### config.mk
export PLATFORM = sky130hd
export DESIGN_NAME = rb_xlate
export DESIGN_NICKNAME = d
export VERILOG_FILES = /design/src/rtl/rb_xlate_pkg.sv /design/src/rtl/rb_window_reg.sv /design/src/rtl/rb_limit_check.sv /design/src/rtl/rb_result_stage.sv /design/src/rtl/rb_xlate.sv
export SDC_FILE = /design/constraint.sdc
export NUM_CORES = 1
export LEC_CHECK = 0
export CAP_MARGIN = 20
export CORE_UTILIZATION = 55
export DETAILED_ROUTE_END_ITERATION = 16
export GPL_ROUTABILITY_DRIVEN = 0
export GPL_TIMING_DRIVEN = 0
export PLACE_DENSITY = 0.86
export SLEW_MARGIN = 5
export SYNTH_ARGS = -nofsm -noshare
export SYNTH_HDL_FRONTEND = slang
export SYNTH_HIERARCHICAL = 1
export SYNTH_SLANG_ARGS = --single-unit
### constraint.sdc
create_clock -name clk -period 9 [get_ports clk]
set_clock_uncertainty 0.15 [all_clocks]
set_input_delay 1.35 -clock clk [delete_from_list [all_inputs] [get_ports clk]]
set_output_delay 1.35 -clock clk [all_outputs]
set_load 0.005 [all_outputs]
### src/rtl/rb_xlate_pkg.sv
// Shared types for the relocating address window.
// Assumes: nothing beyond standard SystemVerilog packages.
package rb_xlate_pkg;

    // Outcome of one request as judged by the limit checker.
    typedef enum logic [1:0] {
        VERDICT_IDLE  = 2'b00,
        VERDICT_GRANT = 2'b01,
        VERDICT_TRAP  = 2'b10
    } verdict_e;

endpackage

### src/rtl/rb_window_reg.sv
// Holds the relocation base and window size.
// Assumes: the writer is privileged; no mode is checked here.
// Reset opens the full memory (base 0, size RST_BOUND).
module rb_window_reg #(
    parameter int PA_W      = 16,
    parameter int BND_W     = PA_W + 1,
    parameter int RST_BOUND = 40000
) (
    input  logic             clk,
    input  logic             rst_n,
    input  logic             wr_en,
    input  logic [PA_W-1:0]  wr_base,
    input  logic [BND_W-1:0] wr_bound,
    output logic [PA_W-1:0]  base_q,
    output logic [BND_W-1:0] bound_q
);

    localparam logic [BND_W-1:0] RST_BND = BND_W'(RST_BOUND);

    // Load the window on a write strobe, restore the full window on reset.
    always_ff @(posedge clk) begin
        if (!rst_n) begin
            base_q  <= '0;
            bound_q <= RST_BND;
        end else if (wr_en) begin
            base_q  <= wr_base;
            bound_q <= wr_bound;
        end
    end

endmodule

### src/rtl/rb_limit_check.sv
// Forms base+address at PA_W+1 bits and judges the request against
// the window size and the physical memory size.
// Assumes: MEM_WORDS is at most 2**PA_W. When it equals 2**PA_W, the
// memory check reduces to the carry bit, and a generate branch picks
// that cheaper form.
module rb_limit_check
    import rb_xlate_pkg::*;
#(
    parameter int PA_W      = 16,
    parameter int BND_W     = PA_W + 1,
    parameter int MEM_WORDS = 40000
) (
    input  logic             valid,
    input  logic [PA_W-1:0]  addr,
    input  logic [PA_W-1:0]  base,
    input  logic [BND_W-1:0] bound,
    output logic [PA_W-1:0]  phys,
    output verdict_e         verdict
);

    localparam int SUM_W = PA_W + 1;
    localparam logic [SUM_W-1:0] MEM_LIM = SUM_W'(MEM_WORDS);

    logic [SUM_W-1:0] sum_w;
    logic             over_mem;
    logic             over_bound;

    // Widened add so that a carry out of PA_W bits is kept.
    always_comb begin
        sum_w = {1'b0, addr} + {1'b0, base};
    end

    generate
        if (MEM_WORDS == (1 << PA_W)) begin : g_full_map
            // Memory fills the address range: only the carry can exceed it.
            always_comb begin
                over_mem = sum_w[PA_W];
            end
        end else begin : g_part_map
            // Compare the widened sum with the memory size.
            always_comb begin
                over_mem = (sum_w >= MEM_LIM);
            end
        end
    endgenerate

    // The window size is a count, so address == size is already outside.
    always_comb begin
        over_bound = (BND_W'(addr) >= bound);
    end

    // Combine both limits into one verdict and the relocated address.
    always_comb begin
        phys = sum_w[PA_W-1:0];
        if (!valid)
            verdict = VERDICT_IDLE;
        else if (over_mem || over_bound)
            verdict = VERDICT_TRAP;
        else
            verdict = VERDICT_GRANT;
    end

endmodule

### src/rtl/rb_result_stage.sv
// Registers the verdict into the grant, trap and address outputs.
// Assumes: a verdict arrives every cycle; the address is forced to zero
// unless the request is granted, so a trapped address never leaves.
module rb_result_stage
    import rb_xlate_pkg::*;
#(
    parameter int PA_W = 16
) (
    input  logic            clk,
    input  logic            rst_n,
    input  verdict_e        verdict,
    input  logic [PA_W-1:0] phys_in,
    output logic [PA_W-1:0] phys_out,
    output logic            grant,
    output logic            trap
);

    // Capture the outcome of the request sampled on this edge.
    always_ff @(posedge clk) begin
        if (!rst_n) begin
            phys_out <= '0;
            grant    <= 1'b0;
            trap     <= 1'b0;
        end else begin
            grant    <= (verdict == VERDICT_GRANT);
            trap     <= (verdict == VERDICT_TRAP);
            phys_out <= (verdict == VERDICT_GRANT) ? phys_in : '0;
        end
    end

endmodule

### src/rtl/rb_xlate.sv
// Top level of the relocating address window.
// Every reference, whatever the processor mode, is relocated by the base
// and checked against the window size and the memory size. The result
// appears one edge after the request is sampled.
// Assumes: the window register is written only by privileged software.
module rb_xlate #(
    parameter int PA_W      = 16,
    parameter int MEM_WORDS = 40000,
    parameter int BND_W     = PA_W + 1
) (
    input  logic             clk,
    input  logic             rst_n,
    input  logic             req_valid,
    input  logic [PA_W-1:0]  req_addr,
    input  logic             cfg_wr,
    input  logic [PA_W-1:0]  cfg_base,
    input  logic [BND_W-1:0] cfg_bound,
    output logic [PA_W-1:0]  phys_addr,
    output logic             grant,
    output logic             mem_trap
);

    import rb_xlate_pkg::*;

    logic [PA_W-1:0]  base_q;
    logic [BND_W-1:0] bound_q;
    logic [PA_W-1:0]  phys_c;
    verdict_e         verdict_c;

    rb_window_reg #(
        .PA_W      (PA_W),
        .BND_W     (BND_W),
        .RST_BOUND (MEM_WORDS)
    ) u_window (
        .clk      (clk),
        .rst_n    (rst_n),
        .wr_en    (cfg_wr),
        .wr_base  (cfg_base),
        .wr_bound (cfg_bound),
        .base_q   (base_q),
        .bound_q  (bound_q)
    );

    rb_limit_check #(
        .PA_W      (PA_W),
        .BND_W     (BND_W),
        .MEM_WORDS (MEM_WORDS)
    ) u_check (
        .valid   (req_valid),
        .addr    (req_addr),
        .base    (base_q),
        .bound   (bound_q),
        .phys    (phys_c),
        .verdict (verdict_c)
    );

    rb_result_stage #(
        .PA_W (PA_W)
    ) u_result (
        .clk      (clk),
        .rst_n    (rst_n),
        .verdict  (verdict_c),
        .phys_in  (phys_c),
        .phys_out (phys_addr),
        .grant    (grant),
        .trap     (mem_trap)
    );

endmodule

==> summary.md, run 1 <==
| Metric | Value |
|---|---|
| Status | completed |
| Cell Int Power | 0.4112 mW |
| Worst hold path type | flop to flop |
| Setup-failing EPs final | 0 |
| Antenna violations before repair | 0 |
| Latest clock arrival within the worst-skew pair | 0.30 ns |
| 1st-pass router iterations | 4 |
| Die Y | 79.43 µm |
| Ant diodes | 0 |
| Core Box Area | 5642 µm² |
| Cell Area, Synth | 3297 µm² |
| Register area share after synthesis | 30.97% |
| Top cells by area, synth | dfxtp_1 (31%), ha_1 (12%), mux2i_1 (11%) |
| Final min period | 4.599 ns |
| Share of total power in sequential cells | 42.9% |
| Most common cell after layout, fill and taps aside | clkdlybuf4s50_1 |
| Drt wl/cell | 14.13 µm |
| Startpoint Class | input port |
| Num rows | 27 |
| Slew HR | 58.85% |
| Worst-Margin Slew | 0.6172 ns |
| Max Slew Vio Count | 0 |
| Vias in the first global route | 2636 |
| Final Cell Area | 4180 µm² |
| Final #Nets | 508 |
| Worst setup path class | input port to flop |
| Share of total power in combinational logic | 29.9% |
| Top-area cell type share of the netlist area | 30.97% |
| # H-tree levels | 2 |
| CP Data Required Time | 9.04 ns |
| Largest net degree at the start of global routing | 16 |
| Clk slew on worst S/H paths | 0.09 ns |
| Net switching power | 0.1583 mW |
| Post-synth top area cell | dfxtp_1 |
| Crit-path max FO | 10 |
| Hpwl dp | 5.697 mm |
| Cells after Synth | 346 |
| Grt ovf | 0 |
| Ys async rst share | 0% |
| Final hold vios | 0 |
| Via density | 5.545 |
| Die Wd | 79.43 µm |
| Yosys reg bits | 51 |
| Dpl cell area | 4078 µm² |
| Post-synth cell types | 55 |
| Switching share of power | 27.80% |
| Final ANT Viol Nets | 0 |
| Final setup TNS | 0 ns |
| Clock buffer count from CTS | 5 |
| Die area | 6308 µm² |
| Area growth, synth to finish | 26.79% |
| Max Fclk | 217.4 MHz |
| Non-filler cells, final | 494 |
| # hold bufs at CTS | 0 |
| YS warnings | 6 |
| First-pass GRT wire length | 11.67 mm |
| Starting density of the core | 58.44% |
| Dpl cells | 487 |
| Most used DFF post-synth | dfxtp_1 |
| PortBufs | 69 |
| Clock buffer depth | 2 |
| Unrepaired setup endpoints after global routing | no |
| P per Cell Area | 136.2 nW/µm² |
| I/O pin total | 71 |
| CTS tree | yes |
| Root Buffer | clkbuf_8 |
| Max-cap violations | 0 |
| Iteration-0 DRC Markers | 130 |
| Final period util | 51.10% |
| Synth Area per Inst | 9.529 µm² |
| Crit path arrival time | 4.64 ns |
| Design Power | 0.5695 mW |
| CTS resizes | 0 |
| Number of synthesized flops with an enable pin | 0 |
| Setup crit end kind | flop |
| Drt drc | 0 |
| Clock power frac | 27.2% |
| All-Layer GR Usage | 23.72% |
| Worst vdd ir | 0.07981 mV |
| Syn_nets | 432 |
| # Post-CTS Setup Buffers | 0 |
| Clock Sinks | 51 |
| Total Wirelength | 6.982 mm |
| Fin util | 74.10% |
| Leakage | 1.851 nW |
| Most frequent cells in the layout | clkdlybuf4s50_1 (69), dfxtp_1 (51), mux2i_1 (35) |
| Via count | 2739 |
| # fillers | 425 |
| Layout cells sized above 1 | 8.294% |
[registers in the layout (all words and copies together), names as in the netlist]
signal	flops
u_result/grant	1
u_result/trap	1
u_result/phys_out	16
u_window/base_q	16
u_window/bound_q	17
[cell families after synthesis]
| family | after synthesis | synth area share, % |
|---|---|---|
| AND/OR/NAND/NOR | 117 | 22.58 |
| AO/OA/AOI/OAI | 63 | 13.09 |
| flip-flops | 51 | 30.97 |
| buffers and inverters | 38 | 7.590 |
| multiplexers | 35 | 10.63 |
| adder cells (fa/ha/maj) | 33 | 12.75 |
| XOR/XNOR | 9 | 2.391 |
[stage by stage]
stage	hold slack (ns)	setup WS, ns
2_1_floorplan	0.2916	4.997
3_3_place_gp	0.3082	4.208
3_5_place_dp	0.3145	4.130
4_1_cts	0.3383	4.432
5_1_grt	0.3603	4.290
6_report	0.3391	4.401
[power groups by stage]
stage / logic, mW / clock network (mW) / registers [mW]
6_report: 0.170 / 0.155 / 0.244
5_1_grt: 0.189 / 0.168 / 0.246
4_1_cts: 0.170 / 0.158 / 0.244
3_5_place_dp: 0.169 / 0 / 0.250
3_3_place_gp: 0.163 / 0 / 0.249
2_1_floorplan: 0.111 / 0 / 0.249
[final timing paths]
check,startpoint,cells past startpoint,end,slack (ns)
setup / recovery,req_addr[3],11,u_result/phys_out[7],4.40
hold / removal,u_window/bound_q[10],2,u_window/bound_q[10],0.34
setup reg to reg,u_window/base_q[3],10,u_result/phys_out[7],5.62
hold reg to reg,u_window/bound_q[10],2,u_window/bound_q[10],0.34
[per-layer routing]
metal / up-vias / global-route usage [%] / wire (µm)
met1: 1266 / 28.67 / 3214
met5: - / 0 / 0
li1: 1398 / - / -
met2: 69 / 42.05 / 3429
met3: 6 / 4.457 / 270
met4: 0 / 7.273 / 68
[Yosys cell counts (2+ instances only)]
| master | count |
|---|---|
| and4b_1 | 13 |
| dfxtp_1 | 51 |
| o31ai_1 | 2 |
| xor2_1 | 3 |
| or3_2 | 2 |
| o211ai_1 | 3 |
| and3b_1 | 2 |
| a31oi_1 | 2 |
| and2_1 | 4 |
| and4b_2 | 3 |
| mux2i_1 | 35 |
| o31a_2 | 2 |
| nor4_1 | 4 |
| nor2b_1 | 32 |
| buf_6 | 6 |
| inv_1 | 24 |
| a21oi_1 | 17 |
| nand4_1 | 7 |
| nor2_1 | 11 |
| clkbuf_1 | 3 |
| a21o_1 | 8 |
| ha_1 | 32 |
| nand3_1 | 8 |
| a211oi_1 | 5 |
| nand2b_1 | 4 |
| xnor2_1 | 6 |
| buf_12 | 3 |
| o21ai_0 | 10 |
| nand2_1 | 18 |
[critical path, cell delays in order]
cell	delay, ns
clkdlybuf4s50_1	0.46
ha_1	0.42
nand3_1	0.11
o2111a_2	0.30
or4_4	0.58
a211o_1	0.30
nand4_2	0.13
o31ai_1	0.09
a21oi_1	0.49
buf_6	0.21
and4b_1	0.19
[cell type report]
type	instances	area, µm²	area share, %
clock buffers	6	72.57	1.736
flip-flops and latches	51	1021	24.42
multi-input cells	257	2026	48.46
inverters	24	90.09	2.155
plain buffers	14	160.2	3.831
clock inverters	1	30.03	0.7183
repair buffers	69	690.7	16.52
well taps	72	90.09	2.155
(Power assumes the default switching activity.)
==> run 2, diff against run 1 <==
Settings changed: CORE_UTILIZATION 55 to 51, PLACE_DENSITY 0.86 to 0.8.
Clock period 9 ns to 4.4 ns, I/O delays scaled along.
==> run 2 against run 1 <==
Against the previous run: flip-flop and latch count unchanged; die area up 7.6%; final cell count up 0.81%; utilization down 4.8 points; largest cell class unchanged; critical endpoint is now u_result/phys_out[4]; highest routed layer unchanged; clock power up 120%; largest power group unchanged; combinational power up 100%; sequential power up 100%; first-iteration DRC count down 15%; global-route usage down 0.83 points.
==> summary.md, run 2 (same netlist as run 1, synthesis figures left out) <==
| Metric | Value |
|---|---|
| Final period util | 89.31% |
| Num rows | 28 (was 27) |
| Vias in the first global route | 2603 (was 2636) |
| Share of total power in sequential cells | 42.1% (was 42.9%) |
| Final ANT Viol Nets | 0 (unchanged) |
| Crit-path max FO | 10 (unchanged) |
| Die Wd | 82.40 µm (was 79.43 µm) |
| Antenna violations before repair | 0 (unchanged) |
| Grt ovf | 0 (unchanged) |
| Clock power frac | 28.7% (was 27.2%) |
| Iteration-0 DRC Markers | 110 (was 130) |
| All-Layer GR Usage | 22.88% (was 23.72%) |
| Area growth, synth to finish | 27.36% (was 26.79%) |
| CTS resizes | 0 (unchanged) |
| Clk slew on worst S/H paths | 0.09 ns (about the same) |
| Setup-failing EPs final | 0 (unchanged) |
| Clock buffer depth | 2 (unchanged) |
| Slew HR | 55.12% (was 58.85%) |
| Final hold vios | 0 (unchanged) |
| Max Fclk | 254.5 MHz |
| CTS tree | yes (unchanged) |
| P per Cell Area | 282.8 nW/µm² (was 136.2 nW/µm²) |
| Die Y | 82.40 µm (was 79.43 µm) |
| Cell Int Power | 0.8578 mW (was 0.4112 mW) |
| # Post-CTS Setup Buffers | 0 (unchanged) |
| # H-tree levels | 2 (unchanged) |
| Reg2Reg Launch Point | u_window/base_q[4] (was u_window/base_q[3]) |
| Latest clock arrival within the worst-skew pair | 0.30 ns (about the same) |
| Crit path capture | u_result/phys_out[4] (was u_result/phys_out[7]) |
| Unrepaired setup endpoints after global routing | no (unchanged) |
| Biggest register | u_window/bound_q (unchanged) |
| Setup crit end kind | flop (unchanged) |
| Worst-Margin Slew | 0.6733 ns (was 0.6172 ns) |
| Clock buffer count from CTS | 5 (unchanged) |
| Max-cap violations | 0 (unchanged) |
| Storage cell area | 1021 µm² (unchanged) |
| Total Wirelength | 7.065 mm (was 6.982 mm) |
| Status | completed (unchanged) |
| Core Box Area | 6061 µm² (was 5642 µm²) |
| Drt drc | 0 (unchanged) |
| Most common cell after layout, fill and taps aside | clkdlybuf4s50_1 (unchanged) |
| CP Data Required Time | 4.45 ns (was 9.04 ns) |
| # fillers | 530 (was 425) |
| CP Launch Point | req_addr[3] (unchanged) |
| Final #Nets | 508 (unchanged) |
| Largest regs | u_window/bound_q x17, u_result/phys_out x16, u_window/base_q x16 (unchanged) |
| Most frequent cells in the layout | clkdlybuf4s50_1 (69), dfxtp_1 (51), mux2i_1 (35) (unchanged) |
| R2R Path End | u_result/phys_out[4] (was u_result/phys_out[7]) |
| I/O pin total | 71 (unchanged) |
| Worst hold path type | flop to flop (unchanged) |
| 1st-pass router iterations | 4 (unchanged) |
| Dpl cell area | 4081 µm² (was 4078 µm²) |
| Largest register FFs | 17 (unchanged) |
| Worst r2r path cells | 10 (unchanged) |
| Hpwl dp | 5.767 mm (was 5.697 mm) |
| Via density | 5.528 (was 5.545) |
| Starting density of the core | 54.40% (was 58.44%) |
| Worst vdd ir | 0.1583 mV (was 0.07981 mV) |
| Clock Sinks | 51 (unchanged) |
| Startpoint Class | input port (unchanged) |
| Layout cells sized above 1 | 8.747% (was 8.294%) |
| Multi-input combinational cell area | 2026 µm² (unchanged) |
| Final min period | 3.930 ns |
| Final setup TNS | 0 ns (unchanged) |
| Ant diodes | 0 (unchanged) |
| Drt wl/cell | 14.19 µm (was 14.13 µm) |
| Switching share of power | 27.77% (was 27.80%) |
| PortBufs | 69 (unchanged) |
| Final Cell Area | 4199 µm² (was 4180 µm²) |
| Reg2reg setup slack | 0.99 ns (was 5.62 ns) |
| Max Slew Vio Count | 0 (unchanged) |
| Share of total power in combinational logic | 29.2% (was 29.9%) |
| Worst setup path class | input port to flop (unchanged) |
| First-pass GRT wire length | 11.76 mm (was 11.67 mm) |
| Design Power | 1.187 mW (was 0.5695 mW) |
| Crit path arrival time | 3.98 ns (was 4.64 ns) |
| Leakage | 1.861 nW (was 1.851 nW) |
| Root Buffer | clkbuf_8 (unchanged) |
| # hold bufs at CTS | 0 (unchanged) |
| Via count | 2753 (was 2739) |
| Net switching power | 0.3297 mW (was 0.1583 mW) |
| Die area | 6790 µm² (was 6308 µm²) |
| Largest net degree at the start of global routing | 16 (unchanged) |
-- run 2: cell types whose count changed in the layout (fill, tap and decap cells not counted), sizes merged --
cell and change:
clkinv +1
-- run 2: through the flow --
step,setup slack (ns),util [%],hold slack [ns],std cells
final,0.4701,69.28,0.3282,498
after global routing,0.2678,69.28,0.3637,498
after CTS,0.5058,69.28,0.3328,498
after detailed placement,0.2026,67.34,0.3085,490
after global placement,0.2786,67.34,0.3083,490
after floorplan,1.087,-,0.2916,346
-- run 2: metal layers --
layer	vias to the layer above	GRT usage, %	routed length [µm]
li1	1405	-	-
met1	1260	29.19	3227
met2	84	39.42	3459
met3	4	3.846	339
met4	0	6.491	38
met5	-	0	0
-- run 2: how the worst min path moves through the flow --
| stage | start | endpoint | depth (start not counted) |
|---|---|---|---|
| after global placement | u_window/bound_q[15] | u_window/bound_q[15] | 2 |
| final | u_window/bound_q[10] | u_window/bound_q[10] | 2 |
| after detailed placement | u_window/bound_q[10] | u_window/bound_q[10] | 2 |
| after CTS | u_window/bound_q[10] | u_window/bound_q[10] | 2 |
| after floorplan | u_window/bound_q[10] | u_window/bound_q[10] | 2 |
| after global routing | u_window/bound_q[15] | u_window/bound_q[15] | 2 |
-- run 2: layout make-up --
type,instances,area share [%]
plain buffers,14,3.814
well taps,75,2.235
inverters,24,2.145
multi-input cells,257,48.24
clock buffers,6,1.967
flip-flops and latches,51,24.31
clock inverters,2,0.8343
repair buffers,69,16.45
-- run 2: power groups by stage --
| stage | Clock, mW | Combinational, mW | Sequential (mW) |
|---|---|---|---|
| after floorplan | 0 | 0.228 | 0.509 |
| after global placement | 0 | 0.333 | 0.510 |
| after detailed placement | 0 | 0.345 | 0.511 |
| after CTS | 0.346 | 0.347 | 0.500 |
| after global routing | 0.365 | 0.386 | 0.504 |
| final | 0.341 | 0.347 | 0.500 |
-- run 2: worst max-delay path, stage by stage --
cell             delay (ns)
clkdlybuf4s50_1        0.46
ha_1                   0.42
nand3_1                0.10
o2111a_2               0.30
or4_4                  0.57
a211o_1                0.29
nand4_2                0.14
o31ai_1                0.09
a21oi_1                0.53
buf_6                  0.21
and4b_1                0.20
==> run 3, diff against run 2 <==
Settings changed: HOLD_SLACK_MARGIN set to 0.08, REMOVE_ABC_BUFFERS set to 1.
==> run 3 against run 2 <==
Against the previous run: worst hold slack better by 0.0083 ns; via count is 2.5% lower; register-to-register slack worse by 0.05 ns; design area is 3.4% lower; utilization is 2.4 points lower; die area stayed put; clock power is 21% lower; critical path type unchanged; largest cell class unchanged.
==> summary.md, run 3 (same netlist as run 1, synthesis figures left out) <==
| Metric | Value |
|---|---|
| Status | completed (unchanged) |
| Clock power frac | 24.6% (was 28.7%) |
| Crit-path max FO | 18 (was 10) |
| First-pass GRT wire length | 11.19 mm (was 11.76 mm) |
| Layout cells sized above 1 | 7.039% (was 8.747%) |
| Cell Int Power | 0.7715 mW (was 0.8578 mW) |
| Final setup TNS | 0 ns (unchanged) |
| Crit path arrival time | 4.04 ns (was 3.98 ns) |
| R2R Path End | u_result/phys_out[13] (was u_result/phys_out[4]) |
| Largest net degree at the start of global routing | 35 (was 16) |
| All-Layer GR Usage | 21.56% (was 22.88%) |
| CTS resizes | 0 (unchanged) |
| Final min period | 3.990 ns (was 3.930 ns) |
| Switching share of power | 29.69% (was 27.77%) |
| Total Wirelength | 6.824 mm (was 7.065 mm) |
| P per Cell Area | 270.5 nW/µm² (was 282.8 nW/µm²) |
| Hold path startpoint | u_window/bound_q[10] (unchanged) |
| Clock buffer count from CTS | 5 (unchanged) |
| Ant diodes | 0 (unchanged) |
| Unrepaired setup endpoints after global routing | no (unchanged) |
| Largest regs | u_window/bound_q x17, u_result/phys_out x16, u_window/base_q x16 (unchanged) |
| Share of total power in combinational logic | 29.9% (was 29.2%) |
| Latest clock arrival within the worst-skew pair | 0.30 ns (about the same) |
| Largest register FFs | 17 (unchanged) |
| Final ANT Viol Nets | 0 (unchanged) |
| WHS Endpoint | u_window/bound_q[10] (unchanged) |
| Largest stage delay, worst path | 0.69 ns (was 0.57 ns) |
| # Post-CTS Setup Buffers | 0 (unchanged) |
| Num rows | 28 (unchanged) |
| Clock Sinks | 51 (unchanged) |
| Most common cell after layout, fill and taps aside | clkdlybuf4s50_1 (unchanged) |
| Leakage | 1.792 nW (was 1.861 nW) |
| Worst r2r path cells | 9 (was 10) |
| Die Y | 82.40 µm (unchanged) |
| Final period util | 90.69% (was 89.31%) |
| I/O pin total | 71 (unchanged) |
| Hpwl dp | 5.370 mm (was 5.767 mm) |
| Setup-failing EPs final | 0 (unchanged) |
| Reg2Reg Launch Point | u_window/base_q[3] (was u_window/base_q[4]) |
| Net switching power | 0.3258 mW (was 0.3297 mW) |
| Worst-Margin Slew | 0.8838 ns (was 0.6733 ns) |
| Clock buffer depth | 2 (unchanged) |
| CP Cell Sequence | clkdlybuf4s50_1 -> ha_1 -> nand3_1 -> o2111a_2 -> or4_4 -> a211o_1 -> nand4_2 -> o31ai_1 -> a21oi_1 -> and4b_2 (was clkdlybuf4s50_1 -> ha_1 -> nand3_1 -> o2111a_2 -> or4_4 -> a211o_1 -> nand4_2 -> o31ai_1 -> a21oi_1 -> buf_6 -> and4b_1) |
| Die area | 6790 µm² (unchanged) |
| Vias in the first global route | 2497 (was 2603) |
| Root Buffer | clkbuf_8 (unchanged) |
| Setup crit end kind | flop (unchanged) |
| Most frequent cells in the layout | clkdlybuf4s50_1 (69), dfxtp_1 (51), mux2i_1 (35) (unchanged) |
| Drt drc | 0 (unchanged) |
| Max Slew Vio Count | 0 (unchanged) |
| Core Box Area | 6061 µm² (unchanged) |
| Reg2reg setup slack | 0.94 ns (was 0.99 ns) |
| PortBufs | 70 (was 69) |
| Worst hold path type | flop to flop (unchanged) |
| Share of total power in sequential cells | 45.5% (was 42.1%) |
| Fin util | 66.93% (was 69.28%) |
| Hold Crit Depth | 2 (unchanged) |
| Area growth, synth to finish | 23.04% (was 27.36%) |
| Clk slew on worst S/H paths | 0.09 ns (about the same) |
| Final #Nets | 497 (was 508) |
| Max Fclk | 250.6 MHz (was 254.5 MHz) |
| Worst vdd ir | 0.1798 mV (was 0.1583 mV) |
| Startpoint Class | input port (unchanged) |
| Drt wl/cell | 14.01 µm (was 14.19 µm) |
| Pre-CTS setup slack | 0.1246 ns (was 0.2026 ns) |
| Worst path slowest cell | a21oi_1 (was or4_4) |
| Starting density of the core | 54.40% (unchanged) |
| CP bufs+invs | 1 (was 2) |
| Die Wd | 82.40 µm (unchanged) |
| Via density | 5.511 (was 5.528) |
| Slew HR | 41.08% (was 55.12%) |
| Max-cap violations | 0 (unchanged) |
| # hold bufs at CTS | 0 (unchanged) |
| # fillers | 497 (was 530) |
| Final hold vios | 0 (unchanged) |
| Iteration-0 DRC Markers | 134 (was 110) |
| # H-tree levels | 2 (unchanged) |
| Biggest register | u_window/bound_q (unchanged) |
| Grt ovf | 0 (unchanged) |
| Final setup margin | 0.4096 ns (was 0.4701 ns) |
| CP top delay family | compound AO/OA/AOI/OAI gates (unchanged) |
| CP Data Required Time | 4.45 ns (about the same) |
| Worst setup path class | input port to flop (unchanged) |
| Antenna violations before repair | 0 (unchanged) |
| Via count | 2684 (was 2753) |
| 1st-pass router iterations | 4 (unchanged) |
| CTS tree | yes (unchanged) |
## run 3: changes by cell type in the layout (fill, tap and decap cells not counted), sizes merged
cell	previous run	this run
buf	10	3
clkinv	1	2
bufinv	1	0
inv	24	25
clkbuf	10	5
## run 3: cell type report
type / instances / area [µm²] / share of cell area [%]
Sequential cell: 51 / 1021 / 25.17
Inverter: 24 / 90.09 / 2.221
Clock inverter: 3 / 18.77 / 0.4627
Multi-Input combinational cell: 257 / 2026 / 49.94
Tap cell: 75 / 93.84 / 2.313
Clock buffer: 5 / 68.82 / 1.696
Timing Repair Buffer: 72 / 738.2 / 18.20
## run 3: metrics by stage
step / hold slack (ns) / cell area (µm²) / power, mW / std cells
5_1_grt: 0.3566 / 4056 / 1.168 / 487
3_5_place_dp: 0.3120 / 3969 / 0.8344 / 479
2_1_floorplan: 0.2902 / 3137 / 0.7067 / 332
6_report: 0.3366 / 4056 / 1.097 / 487
3_3_place_gp: 0.3079 / 3931 / 0.8233 / 477
4_1_cts: 0.3356 / 4056 / 1.108 / 487
## run 3: worst register-to-register path: cells and delay by family, from the launching register on
kind,cells,cell delay (ns)
AOI/OAI and AO/OA,4,1.37
and+or+nand+nor,4,1.13
adders and majority gates,1,0.41
DFF,1,0.33
## run 3: worst max path at each step
stage / start / end / slack (ns) / cells past startpoint
global route: req_addr[0] / u_result/phys_out[13] / 0.10 / 12
detailed placement: req_addr[4] / u_result/phys_out[13] / 0.12 / 10
finish: req_addr[4] / u_result/phys_out[13] / 0.41 / 10
CTS: req_addr[3] / u_result/phys_out[13] / 0.43 / 10
global placement: req_addr[3] / u_result/phys_out[0] / 0.17 / 10
floorplan: req_addr[3] / u_result/phys_out[13] / 0.98 / 9
## run 3: routing by layer
layer	wire length [µm]	global-route usage (%)	vias to the layer above
met2	3389	37.93	76
met5	0	0	-
met3	212	3.516	4
li1	-	-	1378
met1	3164	26.82	1226
met4	57	6.316	0
## run 3: power groups by stage
stage / sequential (mW) / combinational (mW) / clock (mW)
2_1_floorplan: 0.509 / 0.198 / 0
3_3_place_gp: 0.509 / 0.314 / 0
3_5_place_dp: 0.510 / 0.324 / 0
4_1_cts: 0.500 / 0.327 / 0.281
5_1_grt: 0.503 / 0.364 / 0.301
6_report: 0.499 / 0.328 / 0.270
